### src/rtl/exc_pkg.sv
package exc_pkg;

  typedef enum logic [2:0] {
    EXC_NONE, EXC_DABT, EXC_FIQ, EXC_IRQ, EXC_PABT, EXC_UND, EXC_SWI
  } exc_kind_e;

  localparam logic [4:0] MODE_FIQ = 5'b10001;
  localparam logic [4:0] MODE_IRQ = 5'b10010;
  localparam logic [4:0] MODE_SVC = 5'b10011;
  localparam logic [4:0] MODE_ABT = 5'b10111;
  localparam logic [4:0] MODE_UND = 5'b11011;

  localparam int STAT_I_BIT = 7;
  localparam int STAT_F_BIT = 6;

  typedef struct packed {
    logic [4:0] mode;
    logic [7:0] vec_off;
    logic [3:0] link_off;
    logic [3:0] ret_off;
    logic       set_f;
    logic       use_next;
  } exc_attr_t;

  function automatic exc_attr_t exc_attr(exc_kind_e k);
    exc_attr_t a;
    case (k)
      EXC_DABT: a = '{MODE_ABT, 8'h10, 4'd8, 4'd8, 1'b0, 1'b0};
      EXC_FIQ:  a = '{MODE_FIQ, 8'h1C, 4'd4, 4'd4, 1'b1, 1'b1};
      EXC_IRQ:  a = '{MODE_IRQ, 8'h18, 4'd4, 4'd4, 1'b0, 1'b1};
      EXC_PABT: a = '{MODE_ABT, 8'h0C, 4'd4, 4'd4, 1'b0, 1'b1};
      EXC_UND:  a = '{MODE_UND, 8'h04, 4'd4, 4'd0, 1'b0, 1'b0};
      EXC_SWI:  a = '{MODE_SVC, 8'h08, 4'd4, 4'd0, 1'b0, 1'b0};
      default:  a = '0;
    endcase
    return a;
  endfunction

endpackage

### src/rtl/exc_req_sync.sv
module exc_req_sync #(
  parameter int N = 2
) (
  input  logic         clk,
  input  logic         rst_n,
  input  logic [N-1:0] req_n,
  output logic [N-1:0] req
);
  for (genvar g = 0; g < N; g++) begin : g_sync
    logic s1_q, s2_q;
    always_ff @(posedge clk or negedge rst_n) begin
      if (!rst_n) begin
        s1_q <= 1'b1;
        s2_q <= 1'b1;
      end else begin
        s1_q <= req_n[g];
        s2_q <= s1_q;
      end
    end
    assign req[g] = ~s2_q;
  end
endmodule

### src/rtl/exc_pabt_track.sv
module exc_pabt_track #(
  parameter int DEPTH = 2
) (
  input  logic clk,
  input  logic rst_n,
  input  logic boundary,
  input  logic mark,
  input  logic flush,
  input  logic taken,
  output logic head
);
  logic [DEPTH-1:0] chain_q, chain_nx, shifted;

  if (DEPTH == 1) begin : g_single
    assign shifted = mark;
  end else begin : g_multi
    assign shifted = {chain_q[DEPTH-2:0], mark};
  end

  always_comb begin
    chain_nx = chain_q;
    if (flush || (boundary && taken)) chain_nx = '0;
    else if (boundary)                chain_nx = shifted;
  end

  always_ff @(posedge clk or negedge rst_n) begin
    if (!rst_n) chain_q <= '0;
    else        chain_q <= chain_nx;
  end

  assign head = chain_q[DEPTH-1] & ~flush;
endmodule

### src/rtl/exc_prio.sv
module exc_prio
  import exc_pkg::*;
(
  input  logic      dabt,
  input  logic      fiq,
  input  logic      irq,
  input  logic      pabt,
  input  logic      und,
  input  logic      swi,
  output exc_kind_e kind
);
  always_comb begin
    if      (dabt) kind = EXC_DABT;
    else if (fiq)  kind = EXC_FIQ;
    else if (irq)  kind = EXC_IRQ;
    else if (pabt) kind = EXC_PABT;
    else if (und)  kind = EXC_UND;
    else if (swi)  kind = EXC_SWI;
    else           kind = EXC_NONE;
  end
endmodule

### src/rtl/exc_entry_ctrl.sv
module exc_entry_ctrl
  import exc_pkg::*;
#(
  parameter int            AW       = 32,
  parameter int            PF_DEPTH = 2,
  parameter logic [AW-1:0] VEC_BASE = '0
) (
  input  logic          clk,
  input  logic          rst_n,
  input  logic          fiq_n,
  input  logic          irq_n,
  input  logic          dabt_evt,
  input  logic          boundary,
  input  logic          pf_mark,
  input  logic          flush,
  input  logic          und_instr,
  input  logic          swi_instr,
  input  logic [31:0]   cpsr,
  input  logic [AW-1:0] cur_addr,
  input  logic [AW-1:0] next_addr,
  output logic          entry_valid,
  output logic [4:0]    entry_mode,
  output logic [AW-1:0] entry_vector,
  output logic [AW-1:0] entry_link,
  output logic [3:0]    entry_ret_off,
  output logic [31:0]   entry_cpsr,
  output logic [31:0]   entry_spsr
);
  localparam int PAD_V = AW - 8;
  localparam int PAD_L = AW - 4;

  logic [1:0] irq_lines;
  logic       fiq_req, irq_req, pabt_head;
  logic       dabt_q, dabt_nx, dabt_any;
  logic       take;
  exc_kind_e  kind;
  exc_attr_t  attr;
  logic [AW-1:0] link_nx, vec_nx;
  logic [31:0]   cpsr_nx;

  exc_req_sync #(.N(2)) u_sync (
    .clk(clk), .rst_n(rst_n), .req_n({fiq_n, irq_n}), .req(irq_lines)
  );
  assign fiq_req = irq_lines[1];
  assign irq_req = irq_lines[0];

  exc_pabt_track #(.DEPTH(PF_DEPTH)) u_pabt (
    .clk(clk), .rst_n(rst_n), .boundary(boundary), .mark(pf_mark),
    .flush(flush), .taken(take), .head(pabt_head)
  );

  assign dabt_any = dabt_q | dabt_evt;

  exc_prio u_prio (
    .dabt(dabt_any),
    .fiq (fiq_req & ~cpsr[STAT_F_BIT]),
    .irq (irq_req & ~cpsr[STAT_I_BIT]),
    .pabt(pabt_head),
    .und (und_instr),
    .swi (swi_instr),
    .kind(kind)
  );

  assign take = boundary && (kind != EXC_NONE);

  always_comb begin
    attr    = exc_attr(kind);
    dabt_nx = (take && kind == EXC_DABT) ? 1'b0 : dabt_any;
    link_nx = (attr.use_next ? next_addr : cur_addr) + {{PAD_L{1'b0}}, attr.link_off};
    vec_nx  = VEC_BASE + {{PAD_V{1'b0}}, attr.vec_off};
    cpsr_nx = cpsr;
    cpsr_nx[4:0]        = attr.mode;
    cpsr_nx[STAT_I_BIT] = 1'b1;
    cpsr_nx[STAT_F_BIT] = cpsr[STAT_F_BIT] | attr.set_f;
  end

  always_ff @(posedge clk or negedge rst_n) begin
    if (!rst_n) begin
      dabt_q      <= 1'b0;
      entry_valid <= 1'b0;
    end else begin
      dabt_q      <= dabt_nx;
      entry_valid <= take;
    end
  end

  always_ff @(posedge clk or negedge rst_n) begin
    if (!rst_n) begin
      entry_mode    <= '0;
      entry_vector  <= '0;
      entry_link    <= '0;
      entry_ret_off <= '0;
      entry_cpsr    <= '0;
      entry_spsr    <= '0;
    end else if (take) begin
      entry_mode    <= attr.mode;
      entry_vector  <= vec_nx;
      entry_link    <= link_nx;
      entry_ret_off <= attr.ret_off;
      entry_cpsr    <= cpsr_nx;
      entry_spsr    <= cpsr;
    end
  end

  AST_ENTRY_AT_BOUNDARY: assert property (@(posedge clk) disable iff (!rst_n)
    entry_valid |-> $past(boundary));
  AST_FIQ_BOTH_MASKS: assert property (@(posedge clk) disable iff (!rst_n)
    (entry_valid && entry_mode == MODE_FIQ) |-> (entry_cpsr[7] && entry_cpsr[6]));
  AST_IRQ_UNMASKED: assert property (@(posedge clk) disable iff (!rst_n)
    (entry_valid && entry_mode == MODE_IRQ) |-> !$past(cpsr[STAT_I_BIT]));
  AST_DABT_WINS: assert property (@(posedge clk) disable iff (!rst_n)
    (boundary && dabt_any) |=> (entry_valid && entry_mode == MODE_ABT && entry_ret_off == 4'd8));
  AST_FIQ_OVER_IRQ: assert property (@(posedge clk) disable iff (!rst_n)
    (boundary && !dabt_any && fiq_req && !cpsr[STAT_F_BIT]) |=> (entry_mode == MODE_FIQ));
  AST_SPSR_BANKED: assert property (@(posedge clk) disable iff (!rst_n)
    entry_valid |-> (entry_spsr == $past(cpsr)));
endmodule

### config.mk
export PLATFORM = sky130hd
export DESIGN_NAME = exc_entry_ctrl
export DESIGN_NICKNAME = d
export VERILOG_FILES = /design/src/rtl/exc_pkg.sv /design/src/rtl/exc_req_sync.sv /design/src/rtl/exc_pabt_track.sv /design/src/rtl/exc_prio.sv /design/src/rtl/exc_entry_ctrl.sv
export SDC_FILE = /design/constraint.sdc
export NUM_CORES = 1
export LEC_CHECK = 0
export BUFFER_PORTS_ARGS = -buffer_cell sky130_fd_sc_hd__clkbuf_2
export CAP_MARGIN = 30
export CORE_MARGIN = 8
export CORE_UTILIZATION = 47
export CTS_CLUSTER_DIAMETER = 30
export DETAILED_ROUTE_END_ITERATION = 6
export PLACE_DENSITY = 0.88
export RECOVER_POWER = 25
export SYNTH_ARGS = -nofsm -noshare
export SYNTH_HDL_FRONTEND = slang
export SYNTH_SLANG_ARGS = --single-unit
### constraint.sdc
create_clock -name clk -period 3.6 [get_ports clk]
set_input_delay 0 -clock clk [delete_from_list [all_inputs] [get_ports clk]]
set_output_delay 0 -clock clk [all_outputs]
set_load 0.01 [all_outputs]
==> impl_metrics.toml <==
[run_status]
status = "finished, violations left"
violations = "capacitance limit, slew limit"

[floorplan]
rows = 38
die_h_um = 119.7
fp.coreArea_mm2 = 0.01065
start_util_pct = 47.45
die_area_mm2 = 0.01433
die_x_um = 119.7
io_pins = 244

[grt]
grt_pass1_wl_mm = 25.94
grt_pass1_vias = 4987
gr-total-overflow = 0
antenna_found_initial = 0
grt_max_degree = 55
grt_use_total_pct = 22.51

[synth]
seq_area_frac_synth_pct = 41.69
synth_edf_count = 0
netlist_area_mm2 = 0.005054
synth_top_area_share_pct = 39.61
synth_warnings = 0
ys_seq_elements = 84
synth.area.top_cells = "dfrtp_1 40%, nand2_1 12%, buf_4 9.5%, mux2i_1 5.1%, xor2_1 3.3%"
async_reset_ff_share_pct = 100.0
synth_most_common_cell = "nand2_1"
syn-instance-count = 578
avgSynthCellArea_um2 = 8.743
yosys-top-cells-count = "161 x nand2_1, 80 x dfrtp_1, 64 x buf_4, 32 x o21ai_0, 26 x mux2i_1"
yosysTopAreaCell = "dfrtp_1"
yosysUniqueCellTypes = 58
synth_flop_cell = "dfrtp_1"

[sta]
fin_setup_tns_ps = 0
fin_skew_ps = 14.35
setup_violations = 0
slew_headroom_pct = -90.32
grt_setup_unrepaired = "false"
finalHoldViolations = 0
hold_ws_ps = 13.94
clock.fmax_mhz = 337.6
finalCritPeriodShare_pct = 82.28
slew_viol_final = 55
worst_pin_slew_ps = 2855
min_period_ps = 2962

[critical_path]
path_buf_inv = 2
path_class = "reg2reg"
cp_cell_sequence = "o22a_2 -> nand2_1 -> o21ai_4 -> buf_4 -> nand3_1 -> a21oi_1 -> dlygate4sd3_1"
end_kind = "flip-flop"
path_max_fanout = 48
cpMaxStageDelayCell = "dfstp_2"
worstPathRequired_ps = 3910
critPathMaxStageDelay_ps = 570
path_delay_family = "buffers and inverters"
r2r-start = "u_sync.g_sync[1].s2_q"
cp.arrival_ps = 3270
crit_start = "u_sync.g_sync[1].s2_q"
start_kind = "flip-flop"

[clock_tree]
post_cts_resized = 0
cts_max_level = 3
cts.clk_slew.worst_paths_ps = 90
cts-root-buf = "clkbuf_8"
cts_tree = "built"
cts.sinks = 84
cts_made_buffers = 9
clk_latency_ps = 360
clock_path_buffers = 2

[placed_design]
io_buffers = 212
dp_hpwl_mm = 12.64
dp.cells = 884
place_congestion = 0.9604

[route]
first_iter_violations = 343
detail_route.wl_per_cell_um = 17.62
vias = 4932
wl_mm = 16.63
vias_per_cell = 5.225
drc = 0
route.antenna.remaining_nets = 0
firstDrtPassIters = 5

[cells_and_area]
final_net_count = 908
area_delta_synth_final_pct = 29.17
instances_no_fill = 944
fin_util_pct = 61.29
antenna_cells = 0
post_route_cells_drive_above_1_share_pct = 29.85

[worst_hold_path]
worstHoldStart = "cur_addr[9]"
hp-class = "in2reg"

[pwr]
sw_frac_of_total_pct = 32.77
p_int_mw = 1.647
pwr-share-seq_pct = 45.4
power_mw = 2.449
ir_drop_uv = 173.3
power_switching_uw = 802.6
clkPwrFrac_pct = 28.1
p_leak_nw = 3.313
power_frac_comb_pct = 26.5
cellPowerDensity_mw_per_mm2 = 375.2

[flow_run]
cap_violations = 1
placed cells by master (no fill, tap or decap), drive strengths merged, types with 3 or more instances in the layout:
cell         Yosys  layout
a2111oi          5       5
a211oi           5       5
a21oi           17      17
a31oi            3       3
and2             3       3
and3            11      11
and4             4       4
buf             71       7
clkbuf          12     223
clkinv           1       5
conb             1      31
dfrtp           80      80
dfstp            4       4
dlygate4sd3      0      44
inv              8       8
mux2             3       3
mux2i           26      26
nand2          161     161
nand2b           6       6
nand3           20      20
nand4           15      15
nor2            16      16
nor3             5       5
nor4             3       3
o21ai           36      36
xnor2           12      12
xor2            19      19
kinds of logic (layout without fill, tap and decap cells):
family	after synthesis	count (layout)	share of synthesized area (%)
and+or+nand+nor	248	248	21.89
buffers and inverters	92	288	11.88
AOI/OAI and AO/OA	90	90	12.38
DFF	84	84	41.69
xor gates and xnor gates	31	31	5.373
muxes	29	29	5.818
adders and majority gates	3	3	0.8912
other	1	31	0.07420
tightest hold or removal path, stage by stage:
cell and delay (ps):
clkbuf_2 110, xnor2_1 70, o221ai_1 150
power by group through the flow:
| stage | sequential [mW] | clock (mW) | combinational, mW |
|---|---|---|---|
| global placement | 1.12 | 0 | 0.606 |
| CTS | 1.11 | 0.703 | 0.655 |
| global route | 1.12 | 0.746 | 0.715 |
| finish | 1.11 | 0.688 | 0.650 |
| detailed placement | 1.13 | 0 | 0.615 |
| floorplan | 1.17 | 0 | 0.329 |
flip-flops by register name, indices dropped and copies added (netlist names):
signal	count
u_sync.g_sync.s1_q	2
entry_spsr	7
entry_cpsr	28
entry_vector	3
entry_ret_off	2
entry_link	32
entry_valid	1
dabt_q	1
u_sync.g_sync.s2_q	2
entry_mode	4
u_pabt.chain_q	2
stage by stage:
| stage | area (µm²) | setup slack [ps] |
|---|---|---|
| finish | 6528 | 638.0 |
| global route | 6528 | 220.7 |
| CTS | 6545 | 659.8 |
| detailed placement | 5902 | 676.2 |
| global placement | 5902 | 808.3 |
| floorplan | 5166 | 434.5 |
worst paths after layout:
path,endpoint,slack (ps),cells after the start
min in group asynchronous,entry_link[14],1150,2
max in group asynchronous,u_pabt.chain_q[1],840,2
worst min-delay path,entry_link[9],10,3
worst max register to register,u_pabt.chain_q[0],640,7
worst min register to register,u_sync.g_sync[0].s2_q,390,0
worst max-delay path,u_pabt.chain_q[0],640,7
layer usage:
| metal | GRT usage, % | up-vias | part of all wire, % |
|---|---|---|---|
| li1 | - | 2336 | - |
| met4 | 7.338 | 0 | 2.2 |
| met3 | 6.623 | 29 | 8.9 |
| met2 | 39.71 | 257 | 49 |
| met1 | 25.57 | 2310 | 40 |
| met5 | 0 | - | 0 |
layout make-up:
type,count,area (µm²)
Clock buffer,11,141.4
Clock inverter,5,61.31
Fill cell,918,4123
Inverter,9,33.78
Multi-Input combinational cell,432,2470
Sequential cell,84,2107
Tap cell,140,175.2
Timing Repair Buffer,263,1539
timing repair:
action                    in CTS  in global routing
buffers inserted               0                  0
hold endpoints to repair      91                  0
hold buffers                  44                  0
(Power assumes the default switching activity.)
